===== config.mk =====
export PLATFORM = sky130hd
export DESIGN_NAME = ir_frame_tx
export DESIGN_NICKNAME = d
export VERILOG_FILES = /design/src/rtl/ir_tx_pkg.sv /design/src/rtl/ir_seg_timer.sv /design/src/rtl/ir_payload_shift.sv /design/src/rtl/ir_frame_tx.sv
export SDC_FILE = /design/constraint.sdc
export NUM_CORES = 1
export LEC_CHECK = 0
export BUFFER_PORTS_ARGS = -buffer_cell sky130_fd_sc_hd__clkbuf_2
export CORE_MARGIN = 5
export CORE_UTILIZATION = 50
export CTS_BUF_LIST = sky130_fd_sc_hd__clkbuf_8
export DETAILED_ROUTE_END_ITERATION = 6
export HOLD_SLACK_MARGIN = 0.05
export PLACE_DENSITY_LB_ADDON = 0.2
export SLEW_MARGIN = 10
export SYNTH_ARGS = -nofsm -noshare
export SYNTH_HDL_FRONTEND = slang
export SYNTH_SLANG_ARGS = --single-unit

===== constraint.sdc =====
create_clock -name clk -period 2.6 [get_ports clk]
set_input_delay 0.52 -clock clk [delete_from_list [all_inputs] [get_ports clk]]
set_output_delay 0.52 -clock clk [all_outputs]
set_load 0.01 [all_outputs]

===== src/rtl/ir_tx_pkg.sv =====
package ir_tx_pkg;

   typedef enum logic [2:0] {
      PH_IDLE,
      PH_LEAD_LO,
      PH_LEAD_HI,
      PH_BIT_LO,
      PH_BIT_HI,
      PH_STOP_LO
   } phase_e;

   function automatic int unsigned max2(input int unsigned a, input int unsigned b);
      return (a > b) ? a : b;
   endfunction

endpackage


===== src/rtl/ir_seg_timer.sv =====
module ir_seg_timer #(
   parameter int CNT_W = 19
) (
   input  logic             clk,
   input  logic             rst_n,
   input  logic             load,
   input  logic [CNT_W-1:0] load_val,
   output logic             expired
);

   logic [CNT_W-1:0] cnt_q;

   always_ff @(posedge clk or negedge rst_n) begin
      if (!rst_n)
         cnt_q <= '0;
      else if (load)
         cnt_q <= load_val;
      else if (cnt_q != '0)
         cnt_q <= cnt_q - 1'b1;
   end

   assign expired = (cnt_q == '0);

   // a running segment counts down by one every cycle (segment lengths, R2 R3)
   assert_count_step_R3: assert property (@(posedge clk) disable iff (!rst_n)
      (!load && cnt_q != '0) |=> (cnt_q == $past(cnt_q) - 1'b1));

endmodule


===== src/rtl/ir_payload_shift.sv =====
module ir_payload_shift #(
   parameter int BYTE_W = 8
) (
   input  logic              clk,
   input  logic              rst_n,
   input  logic [BYTE_W-1:0] addr_i,
   input  logic [BYTE_W-1:0] cmd_i,
   input  logic              load,
   input  logic              shift,
   output logic              cur_bit,
   output logic              last_bit
);

   localparam int NUM_FIELDS = 2;
   localparam int FRAME_BITS = 2 * NUM_FIELDS * BYTE_W;
   localparam int IDX_W      = $clog2(FRAME_BITS);

   logic [BYTE_W-1:0]     fields [NUM_FIELDS];
   logic [FRAME_BITS-1:0] frame_w;
   logic [FRAME_BITS-1:0] sr_q;
   logic [IDX_W-1:0]      idx_q;

   assign fields[0] = addr_i;
   assign fields[1] = cmd_i;

   // each field is followed by its complement; bit 0 leaves first
   for (genvar g = 0; g < NUM_FIELDS; g++) begin : g_field
      assign frame_w[2*g*BYTE_W +: BYTE_W]          = fields[g];
      assign frame_w[(2*g+1)*BYTE_W +: BYTE_W]      = ~fields[g];
   end

   always_ff @(posedge clk or negedge rst_n) begin
      if (!rst_n) begin
         sr_q  <= '0;
         idx_q <= '0;
      end else if (load) begin
         sr_q  <= frame_w;
         idx_q <= '0;
      end else if (shift) begin
         sr_q  <= sr_q >> 1;
         idx_q <= idx_q + 1'b1;
      end
   end

   assign cur_bit  = sr_q[0];
   assign last_bit = (idx_q == IDX_W'(FRAME_BITS - 1));

   // captured payload is frozen between capture and shift steps
   assert_payload_held_R10: assert property (@(posedge clk) disable iff (!rst_n)
      (!load && !shift) |=> $stable(sr_q));

endmodule


===== src/rtl/ir_frame_tx.sv =====
module ir_frame_tx
   import ir_tx_pkg::*;
#(
   parameter int BYTE_W    = 8,
   parameter int T_LEAD_LO = 450000,
   parameter int T_LEAD_HI = 225000,
   parameter int T_REP_HI  = 112500,
   parameter int T_BURST   = 28000,
   parameter int T_GAP0    = 28000,
   parameter int T_GAP1    = 84500
) (
   input  logic              clk,
   input  logic              rst_n,
   input  logic [BYTE_W-1:0] addr_i,
   input  logic [BYTE_W-1:0] cmd_i,
   input  logic              send_i,
   input  logic              repeat_i,
   output logic              ir_o,
   output logic              busy_o
);

   localparam int unsigned T_MAX =
      max2(max2(T_LEAD_LO, T_LEAD_HI), max2(max2(T_REP_HI, T_BURST), max2(T_GAP0, T_GAP1)));
   localparam int CNT_W = $clog2(T_MAX + 1);

   localparam logic [CNT_W-1:0] LV_LEAD_LO = CNT_W'(T_LEAD_LO - 1);
   localparam logic [CNT_W-1:0] LV_LEAD_HI = CNT_W'(T_LEAD_HI - 1);
   localparam logic [CNT_W-1:0] LV_REP_HI  = CNT_W'(T_REP_HI - 1);
   localparam logic [CNT_W-1:0] LV_BURST   = CNT_W'(T_BURST - 1);
   localparam logic [CNT_W-1:0] LV_GAP0    = CNT_W'(T_GAP0 - 1);
   localparam logic [CNT_W-1:0] LV_GAP1    = CNT_W'(T_GAP1 - 1);

   if (BYTE_W < 1)
      $error("BYTE_W must be at least 1");
   if (T_LEAD_LO < 1 || T_LEAD_HI < 1 || T_REP_HI < 1 || T_BURST < 1 || T_GAP0 < 1)
      $error("every segment needs at least one cycle");
   if (T_GAP1 <= T_GAP0)
      $error("the one gap must be longer than the zero gap");
   if (T_LEAD_HI <= T_REP_HI)
      $error("the repeat pause must be shorter than the leader pause");

   phase_e           ph_q, ph_nxt;
   logic             rep_q, rep_nxt;
   logic             t_load, t_expired;
   logic [CNT_W-1:0] t_val;
   logic             pl_load, pl_shift, pl_bit, pl_last;

   ir_seg_timer #(.CNT_W(CNT_W)) i_timer (
      .clk      (clk),
      .rst_n    (rst_n),
      .load     (t_load),
      .load_val (t_val),
      .expired  (t_expired)
   );

   ir_payload_shift #(.BYTE_W(BYTE_W)) i_payload (
      .clk      (clk),
      .rst_n    (rst_n),
      .addr_i   (addr_i),
      .cmd_i    (cmd_i),
      .load     (pl_load),
      .shift    (pl_shift),
      .cur_bit  (pl_bit),
      .last_bit (pl_last)
   );

   always_comb begin
      ph_nxt   = ph_q;
      rep_nxt  = rep_q;
      t_load   = 1'b0;
      t_val    = '0;
      pl_load  = 1'b0;
      pl_shift = 1'b0;
      unique case (ph_q)
         PH_IDLE: begin
            if (send_i || repeat_i) begin
               ph_nxt  = PH_LEAD_LO;
               t_load  = 1'b1;
               t_val   = LV_LEAD_LO;
               rep_nxt = !send_i;
               pl_load = send_i;
            end
         end
         PH_LEAD_LO: begin
            if (t_expired) begin
               ph_nxt = PH_LEAD_HI;
               t_load = 1'b1;
               t_val  = rep_q ? LV_REP_HI : LV_LEAD_HI;
            end
         end
         PH_LEAD_HI: begin
            if (t_expired) begin
               ph_nxt = rep_q ? PH_STOP_LO : PH_BIT_LO;
               t_load = 1'b1;
               t_val  = LV_BURST;
            end
         end
         PH_BIT_LO: begin
            if (t_expired) begin
               ph_nxt = PH_BIT_HI;
               t_load = 1'b1;
               t_val  = pl_bit ? LV_GAP1 : LV_GAP0;
            end
         end
         PH_BIT_HI: begin
            if (t_expired) begin
               ph_nxt   = pl_last ? PH_STOP_LO : PH_BIT_LO;
               t_load   = 1'b1;
               t_val    = LV_BURST;
               pl_shift = 1'b1;
            end
         end
         PH_STOP_LO: begin
            if (t_expired)
               ph_nxt = PH_IDLE;
         end
         default: ph_nxt = PH_IDLE;
      endcase
   end

   always_ff @(posedge clk or negedge rst_n) begin
      if (!rst_n) begin
         ph_q  <= PH_IDLE;
         rep_q <= 1'b0;
      end else begin
         ph_q  <= ph_nxt;
         rep_q <= rep_nxt;
      end
   end

   assign busy_o = (ph_q != PH_IDLE);
   assign ir_o   = !(ph_q == PH_LEAD_LO || ph_q == PH_BIT_LO || ph_q == PH_STOP_LO);

   assert_idle_high_R1: assert property (@(posedge clk) disable iff (!rst_n)
      !busy_o |-> ir_o);

   assert_accept_R8: assert property (@(posedge clk) disable iff (!rst_n)
      (!busy_o && (send_i || repeat_i)) |=> (busy_o && !ir_o));

   assert_stop_before_idle_R6: assert property (@(posedge clk) disable iff (!rst_n)
      $fell(busy_o) |-> ($past(ph_q) == PH_STOP_LO));

   assert_last_cell_stop_R6: assert property (@(posedge clk) disable iff (!rst_n)
      (ph_q == PH_BIT_HI && t_expired && pl_last) |=> (ph_q == PH_STOP_LO));

   assert_repeat_no_payload_R7: assert property (@(posedge clk) disable iff (!rst_n)
      (ph_q == PH_LEAD_HI && rep_q && t_expired) |=> (ph_q == PH_STOP_LO));

   assert_no_abort_R9: assert property (@(posedge clk) disable iff (!rst_n)
      (busy_o && ph_q != PH_STOP_LO) |=> busy_o);

endmodule


# Word-level counts from Yosys, hierarchy flattened

Cells that the tools add are included.

Output and inout bits: 2
Logic and storage cells: 64
Register bits after elaboration: 60

Reductions and logical operators: 15
Equality and inequality tests: 12
Bitwise logic cells: 2
Muxes and demuxes: 28
Add/sub/neg operators: 2

Operator list:

| kind                                                                 | count |
|---|---|
| 19-bit one-hot mux with 4 select lines                               | 1 |
| 32-bit 2-to-1 mux                                                    | 2 |
| 19-bit 2-to-1 mux                                                    | 3 |
| 18-bit 2-to-1 mux                                                    | 2 |
| 17-bit 2-to-1 mux                                                    | 2 |
| 3-bit 2-to-1 mux                                                     | 8 |
| 19-bit zero test                                                     | 1 |
| 19-bit nonzero test                                                  | 1 |
| 19-bit by 1-bit subtractor with 19-bit output, second input constant | 1 |
| 3-bit one-hot mux with 6 select lines                                | 1 |
| 8-bit inverter                                                       | 2 |
| 15-bit 2-to-1 mux                                                    | 1 |
| 5-bit 2-to-1 mux                                                     | 2 |
| 2-bit by 1-bit != test with 1-bit output, second input constant      | 5 |
| 3-bit by 2-bit == test with 1-bit output, second input constant      | 2 |
| 3-bit == test, second input constant                                 | 2 |
| 6-bit AND reduction                                                  | 1 |
| 5-bit by 1-bit adder with 5-bit output, second input constant        | 1 |
| 5-bit == test, second input constant                                 | 1 |
| 1-bit 2-to-1 mux                                                     | 5 |
| 2-bit nonzero test                                                   | 2 |
| 4-bit OR reduction                                                   | 1 |
| 3-bit by 1-bit == test with 1-bit output, second input constant      | 1 |
| 3-bit zero test                                                      | 1 |
| other kinds (7)                                                      | 10 |

# Logic depth before layout (Yosys ltp)

Word-level depth: 5
Depth in mapped cells: 9
Gate-level depth less buffers: 7

# Cells and area by module

Synthesis repeated with hierarchy kept, for this count alone.

Cells, all modules: 328
Area, all modules: 3313.2 µm²

By module, submodules not included:

| module           | area each (µm²) | times used | cells each |
|---|---|---|---|
| ir_payload_shift | 1719.1          | 1          | 142 |
| ir_seg_timer     | 1117.3          | 1          | 127 |
| ir_frame_tx      | 476.7           | 1          | 59 |

# Worst setup path before layout

No wires, ideal clock.

Kind: register to register
From: reg i_timer.cnt_q[0]
To: reg i_payload.idx_q[3]
Arrival: 2182 ps
Library setup time: 66 ps
Path slack: 352 ps
Buffers on the path: 1
Cell stages (with the launch flop): 9
Path through: dfrtp_1 > inv_1 > ha_1 > nor3b_2 > nand2b_1 > or4_1 > buf_2 > or4_1 > nand2_1

Word-level cells in the longest chain between the ends: 4

Ends and longest elaborated chain:

| item                         | RTL line               | source |
|---|---|---|
| from (decl)                  | ir_seg_timer.sv:11     | `logic [CNT_W-1:0] cnt_q;` |
| from (signal assigned)       | ir_seg_timer.sv:17     | `cnt_q <= load_val;` |
| from (signal assigned)       | ir_seg_timer.sv:19     | `cnt_q <= cnt_q - 1'b1;` |
| 19-bit zero test             | ir_seg_timer.sv:22     | `assign expired = (cnt_q == '0);` |
| 1-bit 2-to-1 mux             | ir_frame_tx.sv:106     | `if (t_expired) begin` |
| 1-bit 2-to-1 mux             | ir_frame_tx.sv:74      | `unique case (ph_q)` |
| 2-bit nonzero test (no line) | --                     |  |
| to (signal assigned)         | ir_payload_shift.sv:41 | `idx_q <= idx_q + 1'b1;` |
| to (decl)                    | ir_payload_shift.sv:21 | `logic [IDX_W-1:0] idx_q;` |

No other way between the ends.
A chain may end at the register's enable or synchronous reset.

# Worst setup path in the final report

From: reg i_timer.cnt_q[0]
To: reg ph_q[1]

Word-level cells in the longest chain between the ends: 3

Ends and longest elaborated chain:

| item                                               | RTL line           | source |
|---|---|---|
| 19-bit zero test *                                 | ir_seg_timer.sv:22 |  |
| 2-bit by 1-bit != test with 1-bit output (no line) | --                 |  |
| 6-bit AND reduction (no line) *                    | --                 |  |
| to (signal assigned)                               | ir_frame_tx.sv:126 | `ph_q <= ph_nxt;` |
| to (decl)                                          | ir_frame_tx.sv:42  | `phase_e ph_q, ph_nxt;` |

Mark *: on every way between the ends. The rest lies on a longest branch, timed or not.

==> flow_metrics.env <==
export IMPL_skew_ps=11.0
export IMPL_grt_antenna_before_repair=0
export IMPL_cpLargestDelayFamily="simple AND/OR/NAND/NOR gates"
export IMPL_syn_cell_area_mm2=0.00310
export IMPL_routed_wl_mm=6.63
export IMPL_drive_gt1_frac=0.154
export IMPL_slowest_stage="or2_1"
export IMPL_cp_required_ps=2850
export IMPL_layout_min_cycle_time_ps=2240
export IMPL_cts_buffers=9
export IMPL_post_cts_buffers=0
export IMPL_die_area_mm2=0.00788
export IMPL_timing_rr_end="ph_q[1]"
export IMPL_arrival_ps=2500
export IMPL_whs_ps=147
export IMPL_post_cts_resized=0
export IMPL_grt_pass1_vias=2400
export IMPL_synth_distinct_cells=42
export IMPL_setup_viol=0
export IMPL_cap_violations=0
export IMPL_port_buffers=21
export IMPL_cp_cell_sequence="inv_1 > ha_1 > nor3b_2 > nand4b_1 > or2_1 > or3_1 > o211ai_1"
export IMPL_pwr_share_comb=0.178
export IMPL_fin_crit_sh=0.863
export IMPL_max_slew_margin=0.516
export IMPL_tritoncts="yes"
export IMPL_final_common_cell="dfrtp_1"
export IMPL_ant_nets=0
export IMPL_p_seq_frac=0.512
export IMPL_h_tree_depth=3
export IMPL_rsz0062_at_grt="false"
export IMPL_dp_hpwl_mm=4.52
export IMPL_p_switching_mw=0.816
export IMPL_initial_utilization=0.518
export IMPL_fmax_mhz=446
export IMPL_cp_max_fo=18
export IMPL_die_h_um=88.7
export IMPL_viasPerCell=5.72
export IMPL_num_vias=2429
export IMPL_status="finished, final reports clean"
export IMPL_leakage_nw=1.39
export IMPL_final_cell_mix="dfrtp_1, nand2_1, mux2i_1"
export IMPL_ys_seq_area_frac=0.484
export IMPL_pin_count=22
export IMPL_cts_hold_buf=0
export IMPL_grt_pass1_wl_mm=11.5
export IMPL_first_iter_violations=184
export IMPL_avgSynthCellArea_um2=9.72
export IMPL_reg2reg_slack_ps=360
export IMPL_hold_viol_final=0
export IMPL_diodes=0
export IMPL_tightest_slew_ps=720
export IMPL_first_pass_iters=4
export IMPL_max_stage_delay_ps=520
export IMPL_grt_overflow_total=0
export IMPL_ys_ff_latch=60
export IMPL_ys_warnings_count=0
export IMPL_gp_congestion=0.856
export IMPL_area_growth_pct=13.5
export IMPL_p_clk_frac=0.310
export IMPL_worstSkewPairLatency_ps=350
export IMPL_synthCells=319
export IMPL_intPower_mw=1.83
export IMPL_worstSetupEndpointType="flop"
export IMPL_reg2regPathDepth=7
export IMPL_die_x_um=88.7
export IMPL_grtUsageTotal=0.189
export IMPL_tns_ps=0
export IMPL_reg2reg_from="i_timer.cnt_q[0]"
export IMPL_cp_start_kind="flop"
export IMPL_max_vdd_ir_drop_v=0.000510
export IMPL_crit_type="flop to flop"
export IMPL_rows=28
export IMPL_avgRoutedWirePerCell_um=15.6
export IMPL_clockBufferDepth=2
export IMPL_swShare=0.308
export IMPL_pwr_density_cell_mw_per_mm2=753
export IMPL_clockRootBuffer="clkbuf_8"
export IMPL_syn_nets=342
export IMPL_cts_sinks=60
export IMPL_core_mm2=0.00599
export IMPL_nNetsFinal=368
export IMPL_min_path_type="primary input to asynchronous set/reset pin"
export IMPL_drc_errors=0
export IMPL_path_buf_inv=1
export IMPL_drv_slew=0
export IMPL_grt_max_degree=39
export IMPL_clk_pin_slew_ps=70
-- power groups by stage --
stage               sequential (mW)  combinational [mW]  clock (mW)
floorplan                      1.32               0.357           0
global placement               1.37               0.457           0
detailed placement             1.38               0.466           0
CTS                            1.36               0.476       0.835
global route                   1.39               0.544       0.884
finish                         1.36               0.470       0.821
-- cell families (layout without fill, tap and decap cells) --
group,Yosys count,count (layout),share of synthesized area
mux,28,28,0.0904
simple gates,108,108,0.180
compound gates,80,80,0.158
buf+inv,26,57,0.0355
fa+ha+maj,3,3,0.0121
xor+xnor,14,14,0.0395
flops,60,60,0.484
-- cell usage after synthesis, drive strengths merged --
library cell | n | area (um^2)
nand3 | 7 | 35.0
xor2 | 8 | 70.1
a21o | 2 | 15.0
a211oi | 1 | 7.51
ha | 3 | 37.5
o211a | 1 | 10.0
o31ai | 2 | 15.0
a21oi | 7 | 35.0
nor4 | 9 | 86.3
dfrtp | 60 | 1500
xnor2 | 6 | 52.6
or4 | 5 | 37.5
a22oi | 1 | 7.51
mux2i | 28 | 280
nand2 | 39 | 149
and3 | 3 | 18.8
inv | 8 | 30.0
clkbuf | 13 | 48.8
nor4bb | 1 | 10.0
a211o | 1 | 8.76
nand2b | 3 | 18.8
and2 | 3 | 18.8
o311a | 1 | 10.0
o32ai | 1 | 8.76
or3 | 3 | 18.8
o21ai | 39 | 195
nor3b | 1 | 12.5
or2 | 2 | 12.5
nand4b | 1 | 8.76
nor3 | 8 | 40.0
o211ai | 8 | 60.1
o22ai | 2 | 12.5
buf | 5 | 31.3
nand4 | 2 | 12.5
a21boi | 14 | 105
nor2 | 21 | 78.8
-- through the flow --
step,power (mW),util,cells,area [um^2],setup slack (ps)
3_3_place_gp,1.82,0.555,409,3330,461
5_1_grt,2.82,0.588,425,3520,128
6_report,2.65,0.588,425,3520,355
2_1_floorplan,1.68,-,319,3100,352
4_1_cts,2.67,0.588,425,3520,356
3_5_place_dp,1.84,0.555,409,3330,384
-- flip-flops by register name, summed over array words and instances, names as in the netlist --
| name | cells |
|---|---|
| rep_q | 1 |
| i_payload.idx_q | 5 |
| ph_q | 3 |
| i_timer.cnt_q | 19 |
| i_payload.sr_q | 32 |
-- cell type report --
| type | instances | area (um^2) |
|---|---|---|
| inverter | 8 | 30.0 |
| multi-input combinational | 233 | 1490 |
| sequential | 60 | 1500 |
| fill | 536 | 2470 |
| timing repair buffer | 33 | 208 |
| clock buffer | 9 | 124 |
| tap | 75 | 93.8 |
| clock inverter | 7 | 68.8 |
-- worst reg2reg max path: cells and delay by family (launching register included) --
family / cells / cell delay [ps]
compound gates: 1 / 100
fa+ha+maj: 1 / 180
buf+inv: 1 / 90
flops: 1 / 410
simple gates: 4 / 1390
-- worst max-delay path by stage --
stage                     start            endpoint  slack [ps]  depth (start not counted)
6_report       i_timer.cnt_q[0]             ph_q[1]         360                          7
4_1_cts        i_timer.cnt_q[0]             ph_q[1]         360                          7
3_3_place_gp   i_timer.cnt_q[0]    i_timer.cnt_q[2]         460                          7
3_5_place_dp   i_timer.cnt_q[0]    i_timer.cnt_q[2]         380                          7
2_1_floorplan  i_timer.cnt_q[0]  i_payload.idx_q[3]         350                          8
5_1_grt        i_timer.cnt_q[0]             ph_q[1]         130                          7
-- metal layers --
metal	part of all wire	up-vias	global-route usage
met5	0	-	0
met4	0.013	0	0.0824
met3	0.051	8	0.0317
met2	0.45	48	0.259
met1	0.48	1181	0.292
li1	-	1192	-
Power figures use the tool's default switching activity.
